$ cat config.mk
export PLATFORM = sky130hd
export DESIGN_NAME = rtc_rate_divider
export DESIGN_NICKNAME = d
export VERILOG_FILES = /design/src/rtl/rtc_rate_divider.sv
export SDC_FILE = /design/constraint.sdc
export NUM_CORES = 1
export LEC_CHECK = 0
export CAP_MARGIN = 30
export CORE_ASPECT_RATIO = 0.9
export CORE_MARGIN = 3
export CORE_UTILIZATION = 30
export CTS_CLUSTER_DIAMETER = 50
export DETAILED_ROUTE_END_ITERATION = 8
export GPL_ROUTABILITY_DRIVEN = 1
export HOLD_SLACK_MARGIN = 0.06
export REMOVE_ABC_BUFFERS = 1
export SYNTH_ARGS = -nofsm -noshare
export SYNTH_HDL_FRONTEND = slang
export SYNTH_SLANG_ARGS = --single-unit
$ cat constraint.sdc
create_clock -name clk -period 4.2 [get_ports clk]
set_clock_uncertainty 0.15 [all_clocks]
set_input_delay 1.26 -clock clk [delete_from_list [all_inputs] [get_ports clk]]
set_output_delay 1.26 -clock clk [all_outputs]
set_load 0.01 [all_outputs]
$ cat src/rtl/rtc_rate_divider.sv
module rtc_rate_divider #(
  parameter int CNT_W     = 15,
  parameter int PRE_TICKS = 8
) (
  input  logic       clk,
  input  logic       rst_n,
  input  logic       osc_tick,
  input  logic [2:0] osc_mode,
  input  logic [3:0] rate_sel,
  input  logic       sqw_en,
  input  logic       fast_wr,
  input  logic       fast_wdata,
  output logic       sqw,
  output logic       sec_tick,
  output logic       per_strobe,
  output logic       pre_update,
  output logic       fast_en
);
  localparam int FULL = 1 << CNT_W;
  localparam logic [CNT_W-1:0] HALF      = CNT_W'(FULL / 2);
  localparam logic [CNT_W-1:0] PRE_START = CNT_W'(FULL - PRE_TICKS);

  logic [CNT_W-1:0] cnt;
  logic [CNT_W-1:0] cnt_nxt;
  logic [3:0]       tap_idx;
  logic             tap_ok, tap_now, tap_rise;
  logic             run, hold, fast_mode;

  assign run       = (osc_mode[2:1] == 2'b01);
  assign hold      = (osc_mode[2:1] == 2'b11);
  assign fast_mode = (osc_mode == 3'b011);
  assign cnt_nxt   = cnt + 1'b1;

  // codes 1 and 2 alias the 256 Hz and 128 Hz taps
  assign tap_ok   = (rate_sel != 4'd0);
  assign tap_idx  = (rate_sel < 4'd3) ? rate_sel + 4'd5 : rate_sel - 4'd2;
  assign tap_now  = tap_ok & cnt[tap_idx];
  assign tap_rise = tap_ok & cnt_nxt[tap_idx] & ~cnt[tap_idx];

  always_ff @(posedge clk) begin
    if (!rst_n) begin
      cnt        <= HALF;
      sec_tick   <= 1'b0;
      per_strobe <= 1'b0;
    end else begin
      sec_tick   <= 1'b0;
      per_strobe <= 1'b0;
      if (hold) begin
        cnt <= HALF;
      end else if (run && osc_tick) begin
        cnt        <= cnt_nxt;
        sec_tick   <= &cnt;
        per_strobe <= tap_rise;
      end
    end
  end

  always_ff @(posedge clk) begin
    if (!rst_n)          fast_en <= 1'b0;
    else if (!fast_mode) fast_en <= 1'b0;
    else if (fast_wr)    fast_en <= fast_wdata;
  end

  assign sqw        = !sqw_en ? 1'b0 : ((fast_mode && fast_en) ? osc_tick : tap_now);
  assign pre_update = run && (cnt >= PRE_START);

  assert_tick_after_window_R10: assert property (@(posedge clk) disable iff (!rst_n)
    sec_tick |-> $past(pre_update));
  assert_strobe_needs_input_R4: assert property (@(posedge clk) disable iff (!rst_n)
    per_strobe |-> $past(osc_tick) && $past(rate_sel != 4'd0));
  assert_hold_silent_R6: assert property (@(posedge clk) disable iff (!rst_n)
    $past(osc_mode[2:1] == 2'b11) |-> !sec_tick && !per_strobe);
  assert_freeze_silent_R7: assert property (@(posedge clk) disable iff (!rst_n)
    $past(osc_mode[1] == 1'b0) |-> !sec_tick && !per_strobe);
  assert_fast_cleared_R8: assert property (@(posedge clk) disable iff (!rst_n)
    $past(osc_mode != 3'b011) |-> !fast_en);
  assert_pulse_width_R2: assert property (@(posedge clk) disable iff (!rst_n)
    sec_tick |=> !sec_tick);
endmodule

==> results of run 1 <==
-- metrics by stage --
stage	TNS, ps	cell area, µm²	utilization [%]	total power (µW)
6_report	-117	2180	43.5	429
2_1_floorplan	-3.58	1540	-	229
5_1_grt	-234	2180	43.5	449
3_3_place_gp	-1020	2010	40.0	290
3_5_place_dp	-1000	2010	40.0	289
4_1_cts	-137	2150	42.9	424
-- synthesized netlist by cell type, types with 5 or more instances --
master | count | area, µm²
mux2i_1 | 5 | 50.1
nor3_1 | 8 | 40.0
buf_2 | 5 | 25.0
nor2_1 | 23 | 86.3
ha_1 | 6 | 75.1
nand3_1 | 16 | 80.1
xnor2_1 | 17 | 149
inv_1 | 6 | 22.5
nand2_1 | 27 | 101
and3_1 | 5 | 31.3
dfxtp_1 | 18 | 360
xor2_1 | 6 | 52.6
clkbuf_1 | 7 | 26.3
-- critical path: cells and delay by family --
| kind | cells | cell delay (ps) |
|---|---|---|
| AOI/OAI and AO/OA | 3 | 560 |
| adders and majority gates | 1 | 180 |
| buffers and inverters | 4 | 560 |
| and+or+nand+nor | 3 | 340 |
-- path summary, 6_finish.rpt --
| check | slack [ps] | from | cells after the start | end |
|---|---|---|---|---|
| worst max-delay path | -120 | rate_sel[1] | 11 | sqw |
| worst min-delay path | 390 | cnt[0] | 2 | cnt[0] |
| worst max register to register | 1980 | cnt[0] | 7 | per_strobe |
| worst min register to register | 390 | cnt[0] | 2 | cnt[0] |
-- routing by layer --
| layer | vias up | GRT usage (%) | share of wire [%] |
|---|---|---|---|
| met5 | - | 0 | 0 |
| met4 | 0 | 3.45 | 0.54 |
| met3 | 4 | 2.70 | 5.7 |
| met2 | 44 | 22.2 | 43 |
| met1 | 762 | 23.1 | 51 |
| li1 | 834 | - | - |
-- cells by family (layout without fill, tap and decap cells) --
family	after synthesis	after routing	share of synthesized area [%]
multiplexers	10	10	7.70
XOR/XNOR	23	23	12.5
AND/OR/NAND/NOR	99	99	30.2
flip-flops	18	18	22.4
AO/OA/AOI/OAI	32	32	16.6
adder cells (fa/ha/maj)	6	6	4.67
buffers and inverters	21	62	5.91
-- cells in the final DEF, fill, tap and decap left out, drive strengths merged, types with 2 or more instances in the layout --
| master | Yosys | layout |
|---|---|---|
| o221ai | 2 | 2 |
| nor4 | 4 | 4 |
| dfxtp | 18 | 18 |
| nor2 | 23 | 23 |
| or3 | 2 | 2 |
| o22ai | 3 | 3 |
| xor2 | 6 | 6 |
| nand2 | 27 | 27 |
| buf | 6 | 40 |
| clkdlybuf4s50 | 0 | 12 |
| a2111oi | 3 | 3 |
| nor2b | 2 | 2 |
| mux2 | 3 | 3 |
| o21ai | 2 | 2 |
| a21boi | 2 | 2 |
| a21oi | 4 | 4 |
| clkbuf | 9 | 4 |
| nor3 | 9 | 9 |
| nand4 | 4 | 4 |
| a31oi | 3 | 3 |
| nand3 | 16 | 16 |
| a32oi | 2 | 2 |
| mux2i | 6 | 6 |
| xnor2 | 17 | 17 |
| and3 | 5 | 5 |
| a211oi | 2 | 2 |
| inv | 6 | 6 |
| ha | 6 | 6 |
-- final cells by class --
| class | count | share of cell area [%] |
|---|---|---|
| sequential | 18 | 16.5 |
| clock buffer | 3 | 1.89 |
| tap | 65 | 3.73 |
| inverter | 6 | 1.03 |
| timing repair buffer | 53 | 20.5 |
| multi-input combinational | 170 | 56.3 |
-- power breakdown --
part	internal (µW)	leakage, µW	switching (µW)
logic	72.4	0.000633	61.9
clock network	63.8	0.0000216	58.4
registers	171	0.000145	0.714
total	308	0.000800	121
-- sequential cells by signal, indices dropped and copies added (netlist names) --
signal and flops:
cnt 15, fast_en 1, sec_tick 1, per_strobe 1
-- what timing repair did --
item,in CTS,in global routing
setup buffers,6,1
setup endpoints to repair,2,2
endpoints found under the hold margin,0,0
gates resized for setup,30,10
hold buffers,0,0
pin swaps,8,5
==> run summary, run 1 <==
DRT Wirelength -> 4.67 mm
setup slack after layout -> -117 ps
Non-Filler Instances -> 315
Post-synth top flop -> dfxtp_1
WP data arrival -> 2910 ps
CTS Buf Count -> 3
CTS tree -> yes
Multi-input gate area -> 0.00123 mm²
vias in the first global route -> 1534
Antenna Cells -> 0
hold slack -> 385 ps
failing checks -> negative setup slack
CP max FO -> 7
initial antenna violation count -> 0
# IOs -> 18
fin crit share -> 103%
Fin. Hold Viols -> 0
Power Dens Cells -> 197 mW/mm²
IO buf count -> 17
vias post-DR -> 1644
CP Launch Type -> primary input
pre-CTS setup slack -> -931 ps
share of cells above drive strength 1 -> 27.6%
worst slew pin tran -> 506 ps
Clock Path Buffers -> 2
status -> finished with violations
Initial Util -> 32.1%
Peak VDD IR -> 0.0000999 V
Critical-path top delay cell -> a32oi_1
cell mode on critical path -> buf_4
Rows -> 24
Hold WC Path Type -> flip-flop to flip-flop
Cells after DPL -> 305
Worst path max stage delay -> 240 ps
Post-synth EDFFs -> 0
Slew Limit Headroom -> 66.2%
root buf cell -> clkbuf_8
ANT nets after route -> 0
Seq/Total Area, Yosys -> 22.4%
htree depth -> 1
syn avg cell area -> 7.70 µm²
min Tclk post-route -> 4320 ps
Die H -> 75.5 µm
largest net degree at the start of global routing -> 15
Die ar. -> 0.00628 mm²
Die W -> 83.2 µm
Synth Cell Area -> 0.00161 mm²
worst-skew pair later-pin latency -> 250 ps
Max Freq -> 0.232 GHz
GRT Resource Usage Total -> 15.2%
synth-to-layout area growth -> 35.5%
grt ovf -> 0
net count reported at finish -> 271
Fillers -> 501
Core Footprint -> 0.00501 mm²
Slew Limit Fails -> 0
first-pass GRT wire length -> 7.71 mm
max_cap viols -> 0
fraction of registers with async set/reset -> 0%
Final Wtd Congestion -> 0.961
drt via density -> 5.22
RSZ-0062 raised after global routing -> yes
Register Area -> 360 µm²
Syn Inst Count -> 209
dpl hpwl -> 3.43 mm
drt pass-1 iters -> 4
Ys Warns -> 0
Crit Path Category -> primary input to output port
Iteration-0 DRC Markers -> 129
DR WL/cell -> 14.8 µm
final setup violation count -> 1
critical-path cell list -> buf_8 -> buf_4 -> ha_1 -> nor4bb_2 -> o31ai_2 -> buf_4 -> nor2_1 -> a32oi_1 -> nand4_1 -> a21boi_1 -> buf_2
# DRC -> 0
total clock sinks -> 18
Synth Register Bits -> 18
Clk pin slew, worst setup/hold paths -> 70 ps
CP required -> 2790 ps
Crit. End Element -> output port
Netlist cell types -> 51
Pleak -> 0.000800 µW
Note: power is estimated with default switching activity, not from simulation.
==> run 2, diff against run 1 <==
--- a/config.mk
+++ b/config.mk
@@ -13,6 +13,7 @@
 export DETAILED_ROUTE_END_ITERATION = 8
 export GPL_ROUTABILITY_DRIVEN = 1
 export HOLD_SLACK_MARGIN = 0.06
+export PLACE_DENSITY = 0.47
 export REMOVE_ABC_BUFFERS = 1
 export SYNTH_ARGS = -nofsm -noshare
 export SYNTH_HDL_FRONTEND = slang
==> run 2 against run 1 <==
  * The flow still finishes with violations (negative setup slack)
  * Core utilization is 0.72 points higher
  * Clock-buffer cell count stayed put
  * Total power is 0.48% lower
  * Wire length is 1.1% lower
  * Sequential power hardly changed
  * Via count is 0.85% lower
  * Clock power hardly changed
  * Register-to-register slack worse by 90 ps
  * Combinational power hardly changed
  * Cell count stayed put
  * Sequential share of layout area is 0.27 points lower
  * Fmax is 0.40% lower
  * Largest power group unchanged
==> run summary, run 2 (synthesized netlist as in run 1, its figures left out) <==
CP required -> 2790 ps
failing checks -> negative setup slack
Non-Filler Instances -> 315
Peak VDD IR -> 0.000120 V
share of cells above drive strength 1 -> 27.2%
RSZ-0062 raised after global routing -> yes
Reg2Reg Setup Slack -> 1890 ps
commonest non-fill, non-tap cells in the layout -> buf_4 (29), nand2_1 (27), nor2_1 (22)
worst slew pin tran -> 648 ps
fin crit share -> 103%
drt via density -> 5.17
most common cell after layout, fill and taps aside -> buf_4
worst reg2reg startpoint -> cnt[0]
Rows -> 24
ANT nets after route -> 0
worst r2r path cells -> 7
CTS Buf Count -> 3
HP Start -> cnt[0]
hold path depth -> 2
worst-skew pair later-pin latency -> 250 ps
initial antenna violation count -> 0
htree depth -> 1
vias post-DR -> 1630
GRT Resource Usage Total -> 15.7%
drt pass-1 iters -> 4
total clock sinks -> 18
max reg flops -> 15
Core Footprint -> 0.00501 mm²
Initial Util -> 32.1%
min Tclk post-route -> 4330 ps
CP max FO -> 6
hold_buf cts -> 0
vias in the first global route -> 1567
DRT Wirelength -> 4.62 mm
net count reported at finish -> 271
Pleak -> 0.000820 µW
dpl hpwl -> 3.53 mm
Slew Limit Headroom -> 56.4%
Clk pin slew, worst setup/hold paths -> 60 ps
Largest Register -> cnt
root buf cell -> clkbuf_8
Power Dens Cells -> 192 mW/mm²
grt ovf -> 0
CTS tree -> yes
Crit Path Category -> primary input to output port
setup slack after layout -> -135 ps
DR WL/cell -> 14.7 µm
Die ar. -> 0.00628 mm²
Cells after DPL -> 307
WP data arrival -> 2920 ps
Final Wtd Congestion -> 0.813
largest net degree at the start of global routing -> 15
# DRC -> 0
IO buf count -> 17
Setup TNS Final -> -135 ps
Crit. End Element -> output port
Antenna Cells -> 0
# IOs -> 18
synth-to-layout area growth -> 37.7%
Max Freq -> 0.231 GHz
CP Launch Type -> primary input
first-pass GRT wire length -> 7.87 mm
Die H -> 75.5 µm
Fin. Hold Viols -> 0
Slew Limit Fails -> 0
Crit Reg-Reg Endpoint -> cnt[14]
Hold WC Path Type -> flip-flop to flip-flop
Hold Path End -> cnt[0]
Iteration-0 DRC Markers -> 146
status -> finished with violations
final setup violation count -> 1
Die W -> 83.2 µm
Clock Path Buffers -> 2
max_cap viols -> 0
-- run 2: layout make-up --
| class | count | area [µm²] |
|---|---|---|
| Clock buffer | 3 | 41.3 |
| Fill cell | 509 | 2800 |
| Inverter | 6 | 22.5 |
| Multi-Input combinational cell | 170 | 1250 |
| Sequential cell | 18 | 360 |
| Tap cell | 65 | 81.3 |
| Timing Repair Buffer | 53 | 462 |
-- run 2: stage by stage --
step                      worst slack [ps]  total power (µW)  hold slack [ps]  instance area (µm²)  utilization, %
after CTS                             -168               426              373                 2150            42.9
after global placement                -965               293              360                 2020            40.3
final                                 -135               426              371                 2220            44.2
after detailed placement              -987               292              365                 2020            40.3
after global routing                  -209               453              435                 2220            44.2
after floorplan                      -3.58               229              329                 1540               -
-- run 2: worst max-delay path by stage --
stage                     start  end  slack [ps]  cells past startpoint
floorplan           rate_sel[0]  sqw          -4                      7
global placement    rate_sel[1]  sqw        -960                      9
detailed placement  rate_sel[1]  sqw        -990                      9
CTS                 rate_sel[1]  sqw        -170                      9
global route        rate_sel[1]  sqw        -210                     11
finish              rate_sel[1]  sqw        -130                     11
-- run 2: routing by layer --
layer / vias to the layer above / GRT usage, % / part of all wire [%]
met5: - / 0 / 0
met4: 0 / 3.99 / 1.5
met3: 9 / 3.68 / 5.9
met2: 42 / 24.6 / 44
met1: 747 / 21.9 / 49
li1: 832 / - / -
-- run 2: worst max-delay path: stages --
cell and delay, ps:
buf_8 100, buf_4 150, ha_1 180, nor4bb_2 190
o31ai_4 240, buf_6 150, nor2_4 30, a32oi_2 230
nand4_1 120, a21boi_1 130, buf_2 140
-- run 2: power by group --
group / leakage, µW / total (µW) / internal (µW) / switching (µW)
clock network: 0.0000216 / 120 / 63.7 / 56.1
registers: 0.000145 / 172 / 171 / 0.661
logic: 0.000653 / 135 / 72.4 / 62.3
total: 0.000820 / 426 / 307 / 119
-- run 2: repair_timing --
action,CTS,global route
buffers inserted,4,1
gates resized for setup,37,11
endpoints found under the setup margin,1,1
pin swaps,10,7
==> run 3, diff against run 2 <==
--- a/config.mk
+++ b/config.mk
@@ -10,6 +10,7 @@
 export CORE_MARGIN = 3
 export CORE_UTILIZATION = 30
 export CTS_CLUSTER_DIAMETER = 50
+export CTS_CLUSTER_SIZE = 8
 export DETAILED_ROUTE_END_ITERATION = 8
 export GPL_ROUTABILITY_DRIVEN = 1
 export HOLD_SLACK_MARGIN = 0.06
==> constraint.sdc (replaced) <==
create_clock -name clk -period 4.3 [get_ports clk]
set_clock_uncertainty 0.15 [all_clocks]
set_input_delay 1.29 -clock clk [delete_from_list [all_inputs] [get_ports clk]]
set_output_delay 1.29 -clock clk [all_outputs]
set_load 0.01 [all_outputs]
==> run 3 against run 2 <==
  * Sequential cell count stayed put
  * Non-clock buffer count rose by 1
  * Setup slack improved by 71 ps
  * Highest routed layer unchanged
  * The flow still finishes with violations (negative setup slack)
  * Critical path type unchanged
==> run summary, run 3 (synthesized netlist as in run 1, its figures left out) <==
most common cell after layout, fill and taps aside -> buf_4
Largest Register -> cnt
max_cap viols -> 0
max reg flops -> 15
Max Freq -> 0.229 GHz
total clock sinks -> 18
Final Wtd Congestion -> 0.814
Peak VDD IR -> 0.000121 V
dpl hpwl -> 3.54 mm
Pleak -> 0.000823 µW
Die H -> 75.5 µm
DRT Wirelength -> 4.58 mm
IO buf count -> 17
Crit Reg-Reg Endpoint -> cnt[14]
worst r2r path cells -> 7
Reg2Reg Setup Slack -> 1990 ps
Clk pin slew, worst setup/hold paths -> 70 ps
# IOs -> 18
Non-Filler Instances -> 317
Clock Path Buffers -> 2
CTS Buf Count -> 3
Core Footprint -> 0.00501 mm²
drt via density -> 5.06
DR WL/cell -> 14.4 µm
synth-to-layout area growth -> 37.0%
Die W -> 83.2 µm
largest net degree at the start of global routing -> 15
setup slack after layout -> -63.7 ps
initial antenna violation count -> 0
Iteration-0 DRC Markers -> 110
GRT Resource Usage Total -> 15.4%
CP Launch Type -> primary input
destination of the critical timing path -> sqw
min Tclk post-route -> 4360 ps
CP required -> 2860 ps
Crit Path Category -> primary input to output port
Crit. End Element -> output port
Fin. Hold Viols -> 0
Rows -> 24
Die ar. -> 0.00628 mm²
hold_buf cts -> 0
Slew Limit Fails -> 0
CTS tree -> yes
fin crit share -> 101%
# DRC -> 0
first-pass GRT wire length -> 7.82 mm
Antenna Cells -> 0
ANT nets after route -> 0
htree depth -> 1
worst-skew pair later-pin latency -> 260 ps
final setup violation count -> 1
WP data arrival -> 2920 ps
Worst Setup SP -> rate_sel[2]
grt ovf -> 0
root buf cell -> clkbuf_8
RSZ-0062 raised after global routing -> yes
worst reg2reg startpoint -> cnt[0]
drt pass-1 iters -> 4
status -> finished with violations
worst slew pin tran -> 662 ps
Slew Limit Headroom -> 55.5%
Power Dens Cells -> 200 mW/mm²
share of cells above drive strength 1 -> 28.2%
hold slack -> 376 ps
Initial Util -> 32.1%
Cells after DPL -> 307
failing checks -> negative setup slack
net count reported at finish -> 272
Fillers -> 513
vias post-DR -> 1605
vias in the first global route -> 1519
commonest non-fill, non-tap cells in the layout -> buf_4 (33), nand2_1 (27), nor2_1 (21)
CP max FO -> 5
Hold WC Path Type -> flip-flop to flip-flop
==> run 3: worst min path at each step <==
stage                     startpoint     end  slack (ps)  depth (start not counted)
after floorplan               cnt[0]  cnt[0]         330                          2
after global placement        cnt[0]  cnt[0]         360                          2
after detailed placement      cnt[0]  cnt[0]         370                          2
after CTS                     cnt[0]  cnt[0]         380                          2
after global routing          cnt[0]  cnt[0]         430                          2
final                         cnt[0]  cnt[0]         380                          2
==> run 3: cell type report <==
type | instances | area [µm²] | area share, %
well taps | 65 | 81.3 | 3.69
clock buffers | 4 | 55.1 | 2.50
inverters | 6 | 22.5 | 1.02
multi-input cells | 170 | 1230 | 55.8
flip-flops and latches | 18 | 360 | 16.3
repair buffers | 54 | 454 | 20.6
==> run 3: critical path, cell delays in order <==
cell	delay, ps
buf_2	130
buf_6	130
nor3_4	270
buf_6	140
mux2_4	340
a211oi_2	230
a32oi_2	90
nand4_1	100
a21boi_1	60
buf_2	130
==> run 3: metrics by stage <==
step	utilization [%]	cell area (µm²)	power, µW	setup slack, ps	setup TNS (ps)
6_report	44.0	2200	440	-63.7	-63.7
5_1_grt	44.0	2200	462	-170	-170
4_1_cts	43.8	2200	443	-103	-103
3_5_place_dp	40.3	2020	285	-952	-952
3_3_place_gp	40.3	2020	286	-924	-924
2_1_floorplan	-	1540	224	36.4	0
==> run 3: report_power, final <==
part / internal, µW / switching [µW]
clock network: 81.5 / 61.1
registers: 167 / 0.660
logic: 69.3 / 60.2
total: 318 / 122
==> run 3: routing by layer <==
| layer | up-vias | GRT usage (%) | share of wire (%) |
|---|---|---|---|
| met5 | - | 0 | 0 |
| met4 | 0 | 2.18 | 0.46 |
| met3 | 2 | 3.14 | 6.1 |
| met2 | 46 | 24.4 | 43 |
| met1 | 726 | 22.4 | 50 |
| li1 | 831 | - | - |
==> run 3: repair_timing <==
action                     in CTS  in global routing
resized for setup              40                  2
setup endpoints to repair       1                  1
setup buffers                   6                  0
pin swaps                      10                  4
